[src/rtl/dbg_snap_pkg.sv]
package dbg_snap_pkg;

  // Strobes from the control section to the snapshot datapath.
  typedef struct packed {
    logic capture;   // latch all fields this cycle
    logic shift;     // advance the stream by one bit
    logic outEn;     // stream bits remain to be presented
  } snapCtrl_t;

endpackage

[src/rtl/dbg_snap_ctrl.sv]
module dbg_snap_ctrl
  import dbg_snap_pkg::*;
#(
  parameter int SNAP_W = 64
) (
  input  logic      clk,
  input  logic      rstN,
  input  logic      readPhase,
  input  logic      bitStrobe,
  output snapCtrl_t ctrl
);

  localparam int CNT_W = $clog2(SNAP_W + 1);
  localparam logic [CNT_W-1:0] FULL_CNT = CNT_W'(SNAP_W);

  logic             phaseQ;
  logic [CNT_W-1:0] bitsLeft;
  logic             captureNow;
  logic             shiftNow;

  // Rising edge of the read phase is the capture point; it wins over a strobe.
  assign captureNow = readPhase & ~phaseQ;
  assign shiftNow   = readPhase & bitStrobe & ~captureNow & (bitsLeft != '0);

  always_comb begin
    ctrl.capture = captureNow;
    ctrl.shift   = shiftNow;
    ctrl.outEn   = (bitsLeft != '0);
  end

  always_ff @(posedge clk) begin
    if (!rstN) begin
      phaseQ   <= 1'b0;
      bitsLeft <= '0;
    end else begin
      phaseQ <= readPhase;
      if (captureNow) begin
        bitsLeft <= FULL_CNT;
      end else if (shiftNow) begin
        bitsLeft <= bitsLeft - 1'b1;
      end
    end
  end


  capture_load_chk: assert property (@(posedge clk) disable iff (!rstN)
    ctrl.capture |=> (bitsLeft == FULL_CNT));


  idle_hold_chk: assert property (@(posedge clk) disable iff (!rstN)
    !readPhase |=> (bitsLeft == $past(bitsLeft)));


  shift_count_chk: assert property (@(posedge clk) disable iff (!rstN)
    ctrl.shift |=> (bitsLeft == $past(bitsLeft) - 1'b1));


  drained_stay_chk: assert property (@(posedge clk) disable iff (!rstN)
    ((bitsLeft == '0) && !ctrl.capture) |=> (bitsLeft == '0));

endmodule

[src/rtl/dbg_snap_data.sv]
module dbg_snap_data
  import dbg_snap_pkg::*;
#(
  parameter int BYTE_W  = 8,
  parameter int FSM_W   = 5,
  parameter int INSTR_W = 16
) (
  input  logic               clk,
  input  logic               rstN,
  input  snapCtrl_t          ctrl,
  input  logic               flagC,
  input  logic               flagS,
  input  logic               flagZ,
  input  logic [FSM_W-1:0]   fsmState,
  input  logic [BYTE_W-1:0]  spareByte,
  input  logic [INSTR_W-1:0] curInstr,
  input  logic [BYTE_W-1:0]  pcVal,
  input  logic [BYTE_W-1:0]  resultVal,
  input  logic [BYTE_W-1:0]  srcVal,
  input  logic [BYTE_W-1:0]  dstVal,
  output logic               serOut
);

  localparam int FLAG_N   = 3;
  localparam int STATUS_W = FLAG_N + FSM_W;
  localparam int SNAP_W   = STATUS_W + BYTE_W + INSTR_W + 4 * BYTE_W;

  logic [STATUS_W-1:0] statusField;
  logic [SNAP_W-1:0]   snapWord;
  logic [SNAP_W-1:0]   shReg;

  // Coarse fields sit at the top so that they leave first.
  assign statusField = {fsmState, flagZ, flagS, flagC};
  assign snapWord    = {statusField, spareByte, curInstr, pcVal, resultVal, srcVal, dstVal};

  always_ff @(posedge clk) begin
    if (!rstN) begin
      shReg <= '0;
    end else if (ctrl.capture) begin
      shReg <= snapWord;
    end else if (ctrl.shift) begin
      shReg <= {shReg[SNAP_W-2:0], 1'b0};
    end
  end

  assign serOut = ctrl.outEn & shReg[SNAP_W-1];


  snap_latch_chk: assert property (@(posedge clk) disable iff (!rstN)
    ctrl.capture |=> (shReg == $past(snapWord)));


  shift_step_chk: assert property (@(posedge clk) disable iff (!rstN)
    ctrl.shift |=> (shReg[SNAP_W-1:1] == $past(shReg[SNAP_W-2:0])));

endmodule

[src/rtl/dbg_snap_shifter.sv]
module dbg_snap_shifter
  import dbg_snap_pkg::*;
#(
  parameter int BYTE_W  = 8,
  parameter int FSM_W   = 5,
  parameter int INSTR_W = 16
) (
  input  logic               clk,
  input  logic               rstN,
  input  logic               readPhase,
  input  logic               bitStrobe,
  input  logic               flagC,
  input  logic               flagS,
  input  logic               flagZ,
  input  logic [FSM_W-1:0]   fsmState,
  input  logic [BYTE_W-1:0]  spareByte,
  input  logic [INSTR_W-1:0] curInstr,
  input  logic [BYTE_W-1:0]  pcVal,
  input  logic [BYTE_W-1:0]  resultVal,
  input  logic [BYTE_W-1:0]  srcVal,
  input  logic [BYTE_W-1:0]  dstVal,
  output logic               serOut
);

  localparam int SNAP_W = 3 + FSM_W + BYTE_W + INSTR_W + 4 * BYTE_W;

  snapCtrl_t ctrl;

  dbg_snap_ctrl #(.SNAP_W(SNAP_W)) u_ctrl (
    .clk       (clk),
    .rstN      (rstN),
    .readPhase (readPhase),
    .bitStrobe (bitStrobe),
    .ctrl      (ctrl)
  );

  dbg_snap_data #(.BYTE_W(BYTE_W), .FSM_W(FSM_W), .INSTR_W(INSTR_W)) u_data (
    .clk       (clk),
    .rstN      (rstN),
    .ctrl      (ctrl),
    .flagC     (flagC),
    .flagS     (flagS),
    .flagZ     (flagZ),
    .fsmState  (fsmState),
    .spareByte (spareByte),
    .curInstr  (curInstr),
    .pcVal     (pcVal),
    .resultVal (resultVal),
    .srcVal    (srcVal),
    .dstVal    (dstVal),
    .serOut    (serOut)
  );


  reset_quiet_chk: assert property (@(posedge clk)
    !rstN |=> !serOut);

endmodule

[config.mk]
export PLATFORM = sky130hd
export DESIGN_NAME = dbg_snap_shifter
export DESIGN_NICKNAME = d
export VERILOG_FILES = /design/src/rtl/dbg_snap_pkg.sv /design/src/rtl/dbg_snap_ctrl.sv /design/src/rtl/dbg_snap_data.sv /design/src/rtl/dbg_snap_shifter.sv
export SDC_FILE = /design/constraint.sdc
export NUM_CORES = 1
export LEC_CHECK = 0
export ABC_AREA = 1
export BUFFER_PORTS_ARGS = -buffer_cell sky130_fd_sc_hd__buf_2
export CORE_MARGIN = 3
export CORE_UTILIZATION = 55
export CTS_CLUSTER_SIZE = 12
export DETAILED_ROUTE_END_ITERATION = 8
export PLACE_DENSITY = 0.85
export SETUP_SLACK_MARGIN = 0.1
export SLEW_MARGIN = 20
export SYNTH_ARGS = -nofsm -noshare
export SYNTH_HDL_FRONTEND = slang
export SYNTH_HIERARCHICAL = 1
export SYNTH_SLANG_ARGS = --single-unit
[constraint.sdc]
create_clock -name clk -period 2.61 [get_ports clk]
set_input_delay 0.261 -clock clk [delete_from_list [all_inputs] [get_ports clk]]
set_output_delay 0.261 -clock clk [all_outputs]
set_load 0.01 [all_outputs]
### Word level (Yosys, flattened, before mapping)

Index checks and enable logic that the tools add are counted.
Widths: inputs -> output; s select.

| storage, ports and cells | value |
|---|---|
| register bits | 72 |
| latch bits | 0 |
| memory bits (writable) | 0 |
| memory bits (read-only) | 0 |
| input port bits | 68 |
| output and inout port bits | 1 |
| word-level logic and storage cells | 20 |
| memories | 0 |

| cells by class | value |
|---|---|
| add/subtract/negate cells | 1 |
| multipliers | 0 |
| divide/modulo/power cells | 0 |
| order comparisons | 0 |
| equal/unequal tests | 0 |
| shift operators | 0 |
| mux-type cells | 4 |
| bitwise logic cells | 8 |
| reductions and logical operators | 3 |

Operator list:

| operator | number |
|---|---|
| $mux 64 | 2 |
| $mux 7 | 2 |
| $reduce_bool 7->1 | 1 |
| $sub 7x1->7 const B | 1 |
| $and 1x1->1 | 5 |
| $not 1->1 | 3 |
| $reduce_bool 2->1 | 1 |
| $reduce_or 2->1 | 1 |

### Logic depth before layout (Yosys ltp)

Gate-level depths: netlist of run 1.

| depth | value |
|---|---|
| word-level depth | 7 |
| mapped depth | 15 |
| gate-level depth less buffers | 12 |

### Cells and area by module

The synthesis of run 1 kept the hierarchy.

By module, submodules not included:

| module | instances | cells an instance | area each (µm²) | sequential area each (µm²) |
|---|---|---|---|---|
| dbg_snap_data | 1 | 484 | 3093.0 | 1281.2 |
| dbg_snap_ctrl | 1 | 71 | 523.0 | 160.2 |

### Worst setup path after synthesis of run 1

Ideal clock, no wire load.

| path | value |
|---|---|
| kind | reg2reg |
| start point | reg u_ctrl.bitsLeft[0] |
| end point | reg u_data.shReg[50] |
| setup time | 0.056 ns |
| data arrival time | 1.800 ns |
| required time | 2.554 ns |
| slack | 0.755 ns |
| cell stages (with the launch flop) | 16 |
| path buffers | 3 |
| period minus slack after synthesis | 1.855 ns |
| path through | dfxtp_1 inv_1 ha_1 inv_1 nor2_2 nand3_4 nand2_8 inv_6 buf_4 buf_4 nor2_4 buf_6 nand2_1 nand3_1 nand2_1 inv_1 |

RTL lines:

| what | line | text |
|---|---|---|
| from (decl) | dbg_snap_ctrl.sv:17 | `logic [CNT_W-1:0] bitsLeft;` |
| from (signal assigned) | dbg_snap_ctrl.sv:40 | `bitsLeft <= bitsLeft - 1'b1;` |
| to (signal assigned) | dbg_snap_data.sv:40 | `shReg <= snapWord;` |
| to (signal assigned) | dbg_snap_data.sv:42 | `shReg <= {shReg[SNAP_W-2:0], 1'b0};` |
| to (decl) | dbg_snap_data.sv:30 | `logic [SNAP_W-1:0] shReg;` |

==> flow_summary_export.csv, run 1 <==
group,metric,value,unit
run_status,outcome,"complete, no violations",
floorplanning,die_y,87.1,µm
setup_path,r2r_end,"u_data/shReg[51]$_SDFFE_PN0P_",
min_path,hold_depth,3,
global_routing,grt_pass1_vias,3148,
logic_synthesis,synth_edf_count,0,
logic_synthesis,synth_top_cell_area_share,39.9,%
drt,drt-total-wl,7990,µm
layout,post-route-util,67.0,%
setup_path,cp_common_cell,"inv_1",
setup_path,crit_type,"register to register",
sta,rsz0062_at_grt,"no",
place,gp_congestion,0.841,
setup_path,cp_max_fo,64,
logic_synthesis,synthCells,555,
sta,finalCritPeriodShare,76.6,%
global_routing,grt.total_usage,22.0,%
logic_synthesis,ys_seq_area_share,39.9,%
setup_path,slowest_stage,"dfxtp_1",
setup_path,crit_chain,"inv_1 -> ha_1 -> inv_1 -> nor2_2 -> nand3_4 -> nand2_8 -> inv_6 -> nor2_4 -> buf_12 -> nand2_1 -> nand3_1 -> nand2_1 -> inv_1",
floorplanning,core,0.00613,mm²
setup_path,critical_path_required,2.85,ns
logic_synthesis,synth_mux_area_share,0,%
sta,slew_viol_final,0,
global_routing,antenna_found_initial,0,
logic_synthesis,async_reset_ff_share,0,%
min_path,hold_start,"readPhase",
drt,dr.pass1.iters,5,
sta,tightestPinTransition,0.573,ns
drt,drtIter0Drc,257,
drt,drc,0,
setup_path,crit_path_end_kind,"register",
floorplanning,initial_utilization,59.0,%
setup_path,arrival,2.24,ns
logic_synthesis,post_synth.cell_area_avg,6.52,µm²
job,max-cap-violations,0,
logic_synthesis,synth_compound_area_share,1.35,%
logic_synthesis,ys_warn_count,6,
place,dp_hpwl,5290,µm
clock_tree,clkTransAtPathRegs,0.07,ns
logic_synthesis,synth_top_family_by_area,"simple AND/OR/NAND/NOR gates",
floorplanning,dieArea,0.00758,mm²
clock_tree,numCtsBuffers,9,
clock_tree,htreeDepth,3,
global_routing,grt_max_degree,65,
drt,ant_nets,0,
floorplanning,die_x,87.1,µm
sta,fmax,0.500,GHz
floorplanning,rows,28,
layout,fin_nets,676,
clock_tree,post_cts_buffers,0,
place,port_buffers,68,
power,vdd_drop_max,346,µV
drt,num_vias,3475,
global_routing,grt_pass1_wl,13400,µm
setup_path,reg2reg_depth,13,
layout,drive_gt1_share,16.7,%
logic_synthesis,synth_area_leaders,"dfxtp_1 (40%), nand2_1 (22%), nand3_1 (17%)",
power,power_leakage,2.35,nW
min_path,min_to,"u_ctrl/phaseQ$_SDFF_PN0_",
logic_synthesis,synth_largest_area_cell,"dfxtp_1",
clock_tree,clk_latency,0.35,ns
global_routing,overflow,0,
clock_tree,cts_resized,0,
setup_path,r2r_setup_slack,0.61,ns
logic_synthesis,syn-cell-area,0.00362,mm²
clock_tree,cts.sinks,72,
logic_synthesis,synthSimpleGateAreaFrac,43.5,%
setup_path,reg2reg_from,"u_ctrl/bitsLeft[0]$_SDFFE_PP0P_",
clock_tree,root_buffer,"clkbuf_8",
setup_path,max_stage_delay,0.38,ns
sta,setup_tns,0,ns
logic_synthesis,synth-adder-area-share,0.692,%
logic_synthesis,synth_xor_area_share,0.484,%
sta,setup_violations,0,
layout,syn2layout_area_growth,13.6,%
logic_synthesis,ys_seq_elements,72,
layout,diodes,0,
setup_path,cp-start-kind,"register",
power,power_density,568,mW/mm²
logic_synthesis,ys_types,25,
drt,wl_per_cell,11.6,µm
drt,vias_per_cell,5.07,
sta,clock_skew,0.00890,ns
clock_tree,cts_tree,"built",
sta,relSlewSlack,61.8,%
logic_synthesis,synth_common_cells,"nand2_1 (214), nand3_1 (126), inv_1 (77), dfxtp_1 (72), buf_2 (14)",
min_path,hp-class,"primary input to register",
sta,layout_min_cycle_time,2.00,ns
logic_synthesis,synthFlopType,"dfxtp_1",
sta,hold_viol,0,
clock_tree,ctsHoldBuffers,0,
floorplanning,io_pins,69,
logic_synthesis,synthMostInstantiatedCell,"nand2_1",
clock_tree,clockBufferDepth,2,
logic_synthesis,syn_nets,625,
==> worst max-delay path: cells and delay by family, from the launching register on <==
kind / cells / cell delay (ns)
buf+inv: 5 / 0.76
simple gates: 7 / 0.53
flops: 1 / 0.38
fa+ha+maj: 1 / 0.20
==> kinds of logic (layout without fill, tap and decap cells) <==
kind of cell | Yosys count | count (layout)
AND/OR/NAND/NOR | 356 | 356
buffers and inverters | 114 | 170
flip-flops | 72 | 72
AO/OA/AOI/OAI | 9 | 9
adder cells (fa/ha/maj) | 2 | 2
XOR/XNOR | 2 | 2
==> area by class of cell <==
class                      instances  area, µm²
clock inverter                     4       45.0
clock buffer                      12        135
tap                               75       93.8
inverter                          79        302
timing repair buffer              75        418
multi-input combinational        369       1670
sequential                        72       1440
fill                             554       2020
==> placed cells by master, fill, tap and decap left out <==
cell type and count:
a21oi_1 7, nand2_2 1, nor2_1 3, clkbuf_1 3
ha_1 2, bufinv_16 1, nand3_2 2, xor2_1 2
buf_12 2, nand3_4 1, inv_1 77, buf_4 5
nand3b_1 1, nand2_8 1, nand4_1 1, inv_6 1
dfxtp_1 72, a21oi_2 1, nor2_2 2, nor2_4 4
nand2_1 214, o21ai_0 1, nand3_1 126, buf_2 68
inv_2 1, clkinv_2 3, clkbuf_8 9
==> state kept, by name, indices dropped and copies added, names as in the netlist <==
| register | cells |
|---|---|
| u_data/shReg | 64 |
| u_ctrl/bitsLeft | 7 |
| u_ctrl/phaseQ | 1 |
==> power by group <==
group / switching [mW] / internal (mW)
clock network: 0.398 / 0.438
registers: 0.0317 / 1.16
logic: 0.185 / 0.123
==> metal layers <==
layer | vias up | share of wire [%] | track usage (%)
li1 | 1803 | - | -
met2 | 97 | 47 | 36.0
met4 | 0 | 1.2 | 9.07
met5 | - | 0 | 0
met3 | 9 | 5.9 | 4.73
met1 | 1566 | 45 | 28.0
==> worst max-delay path by stage <==
stage	start	to	slack [ns]	cells past startpoint
floorplan	u_ctrl/bitsLeft[0]$_SDFFE_PP0P_	u_data/shReg[50]$_SDFFE_PN0P_	0.75	15
global placement	u_ctrl/bitsLeft[0]$_SDFFE_PP0P_	u_data/shReg[1]$_SDFFE_PN0P_	0.75	13
detailed placement	u_ctrl/bitsLeft[0]$_SDFFE_PP0P_	u_data/shReg[51]$_SDFFE_PN0P_	0.64	13
CTS	u_ctrl/bitsLeft[0]$_SDFFE_PP0P_	u_data/shReg[51]$_SDFFE_PN0P_	0.62	13
global route	u_ctrl/bitsLeft[0]$_SDFFE_PP0P_	u_data/shReg[43]$_SDFFE_PN0P_	0.47	13
finish	u_ctrl/bitsLeft[0]$_SDFFE_PP0P_	u_data/shReg[51]$_SDFFE_PN0P_	0.61	13
==> per-stage QoR <==
step                power (mW)  setup WS (ns)  instance area (µm²)  hold WS, ns  std cells
finish                    2.33          0.611                 4110        0.117        686
global route              2.45          0.473                 4110        0.126        686
CTS                       2.36          0.619                 4110        0.103        686
detailed placement        1.52          0.639                 3930        0.458        670
global placement          1.51          0.754                 3930        0.453        670
floorplan                 1.43          0.755                 3620        0.354        555
(Power assumes the default switching activity.)
==> run 2: changes to the inputs <==
--- a/config.mk
+++ b/config.mk
@@ -8,10 +8,10 @@
 export ABC_AREA = 1
 export BUFFER_PORTS_ARGS = -buffer_cell sky130_fd_sc_hd__buf_2
 export CORE_MARGIN = 3
-export CORE_UTILIZATION = 55
+export CORE_UTILIZATION = 50
 export CTS_CLUSTER_SIZE = 12
 export DETAILED_ROUTE_END_ITERATION = 8
-export PLACE_DENSITY = 0.85
+export PLACE_DENSITY = 0.82
 export SETUP_SLACK_MARGIN = 0.1
 export SLEW_MARGIN = 20
 export SYNTH_ARGS = -nofsm -noshare
==> constraint.sdc (replaced) <==
create_clock -name clk -period 1.63 [get_ports clk]
set_input_delay 0.163 -clock clk [delete_from_list [all_inputs] [get_ports clk]]
set_output_delay 0.163 -clock clk [all_outputs]
set_load 0.01 [all_outputs]
==> run 2 against run 1 <==
The flow now finishes with violations (negative setup slack). Setup slack got worse by 0.69 ns. Clock power is 100% higher. Maximum frequency rose by 17%. Clock skew is 0.0021 ns higher. Clock-buffer cell count rose by 1. Utilization is 2.8 points higher. Power is 83% higher. Sequential share of layout area down 5.1 points.
==> flow_summary_export.csv, run 2 (synthesis results as in run 1) <==
group,metric,value,unit
clock_tree,htreeDepth,3,
clock_tree,clk_latency,0.35,ns
setup_path,crit_type,"register to register",
clock_tree,cts_tree,"built",
floorplanning,dieArea,0.00829,mm²
setup_path,r2r_setup_slack,-0.08,ns
power,power_leakage,2.80,nW
layout,syn2layout_area_growth,33.3,%
sta,hold_viol,0,
drt,drc,0,
floorplanning,initial_utilization,52.4,%
setup_path,slowest_stage,"dfxtp_2",
global_routing,overflow,0,
drt,num_vias,3718,
layout,diodes,0,
clock_tree,clockBufferDepth,2,
global_routing,grt.total_usage,20.5,%
sta,clock_skew,0.0110,ns
sta,setup_violations,16,
layout,drive_gt1_share,30.1,%
layout,fin_nets,697,
clock_tree,cts.sinks,72,
global_routing,grt_pass1_vias,3247,
sta,setup_tns,-0.301,ns
layout,largest_register_ffs,64,
clock_tree,clkTransAtPathRegs,0.08,ns
setup_path,crit_chain,"inv_2 -> ha_4 -> inv_2 -> nor2_4 -> nand3_4 -> nand2_8 -> inv_6 -> nor2_4 -> buf_6 -> clkbuf_16 -> nand2_4 -> nand3_2 -> nand2_1 -> inv_1",
sta,fmax,0.584,GHz
drt,vias_per_cell,5.11,
job,max-cap-violations,0,
layout,layout_common_cells,"nand2_1 (183), nand3_1 (97), inv_1 (73)",
drt,drtIter0Drc,247,
clock_tree,numCtsBuffers,9,
run_status,outcome,"finished, violations left",
sta,layout_min_cycle_time,1.71,ns
power,vdd_drop_max,484,µV
place,port_buffers,68,
drt,ant_nets,0,
floorplanning,core,0.00691,mm²
sta,rsz0062_at_grt,"yes",
power,power_density,888,mW/mm²
place,dp_hpwl,5290,µm
setup_path,max_stage_delay,0.33,ns
setup_path,critical_path_required,1.93,ns
drt,dr.pass1.iters,5,
drt,wl_per_cell,13.8,µm
floorplanning,rows,30,
setup_path,crit_path_end_kind,"register",
setup_path,cp_max_fo,8,
global_routing,grt_pass1_wl,14100,µm
place,dpl_cell_area,0.00407,mm²
layout,layout_commonest_cell,"nand2_1",
min_path,hp-class,"primary input to register",
floorplanning,die_x,91.0,µm
sta,slew_viol_final,0,
sta,setup_slack,-0.0811,ns
setup_path,arrival,2.01,ns
power,finalPower,4.28,mW
clock_tree,root_buffer,"clkbuf_8",
floorplanning,die_y,91.0,µm
setup_path,cp-start-kind,"register",
layout,regMostFlops,"u_data/shReg",
layout,reg_top3,"u_data/shReg x64, u_ctrl/bitsLeft x7, u_ctrl/phaseQ x1",
global_routing,grt_max_degree,47,
layout,stdcell_area,0.00482,mm²
floorplanning,io_pins,69,
global_routing,antenna_found_initial,0,
place,gp_congestion,0.802,
drt,drt-total-wl,10000,µm
run_status,failed_checks,"negative setup slack",
sta,relSlewSlack,72.4,%
sta,tightestPinTransition,0.414,ns
sta,finalCritPeriodShare,105,%
## run 2: cell count changes in the layout (fill, tap and decap cells not counted), moves of 3 or more
cell,delta
buf_12,+4
buf_4,+9
buf_6,+3
clkinv_2,-3
inv_1,-4
inv_2,+4
nand2_1,-31
nand2_2,+14
nand2_4,+17
nand3_1,-29
nand3_2,+29
## run 2: final cells by class
cell class	count	area [µm²]
fill	584	2090
clock buffer	13	139
timing repair buffer	96	714
clock inverter	3	90.1
inverter	79	302
tap	96	120
multi-input combinational	369	2010
sequential	72	1440
## run 2: worst max-delay path: cells and delay by family (launching register included)
kind,cells,cell delay [ns]
adders and majority gates,1,0.13
buffers and inverters,6,0.59
DFF,1,0.33
and+or+nand+nor,7,0.62
## run 2: path summary, 6_finish.rpt
path | startpoint | cells past startpoint | to
max | u_ctrl/bitsLeft[0]$_SDFFE_PP0P_ | 14 | u_data/shReg[30]$_SDFFE_PN0P_
min | dstVal[0] | 3 | u_data/shReg[0]$_SDFFE_PN0P_
max reg2reg | u_ctrl/bitsLeft[0]$_SDFFE_PP0P_ | 14 | u_data/shReg[30]$_SDFFE_PN0P_
min reg2reg | u_data/shReg[59]$_SDFFE_PN0P_ | 2 | u_data/shReg[59]$_SDFFE_PN0P_
## run 2: report_power, final
group / switching (mW) / internal, mW / leakage [nW]
clock network: 0.659 / 1.02 / 0.112
logic: 0.374 / 0.300 / 2.10
registers: 0.0716 / 1.85 / 0.592
## run 2: stage by stage
step / hold WS [ns] / worst slack, ns / instances / util, %
2_1_floorplan: 0.256 / -0.153 / 555 / -
3_3_place_gp: 0.357 / 0.0889 / 697 / 58.9
3_5_place_dp: 0.361 / 0.00930 / 697 / 58.9
4_1_cts: 0.0833 / 0.0291 / 723 / 64.2
5_1_grt: 0.104 / -0.160 / 728 / 69.8
6_report: 0.0940 / -0.0811 / 728 / 69.8
## run 2: what timing repair did
item / 4_1_cts / 5_1_grt
endpoints found under the setup margin: 65 / 66
endpoints found under the hold margin: 1 / 0
gates resized for setup: 2 / 84
pin swaps: 3 / 5
hold buffers: 1 / 0
cloned: 2 / 3
buffers inserted: 7 / 3
## run 2: routing by layer
layer / vias to the layer above / share of wire [%] / GRT usage, %
li1: 1856 / - / -
met1: 1707 / 41 / 25.7
met3: 22 / 5.4 / 3.48
met5: - / 0 / 0
met4: 0 / 2.4 / 10.2
met2: 133 / 51 / 34.0
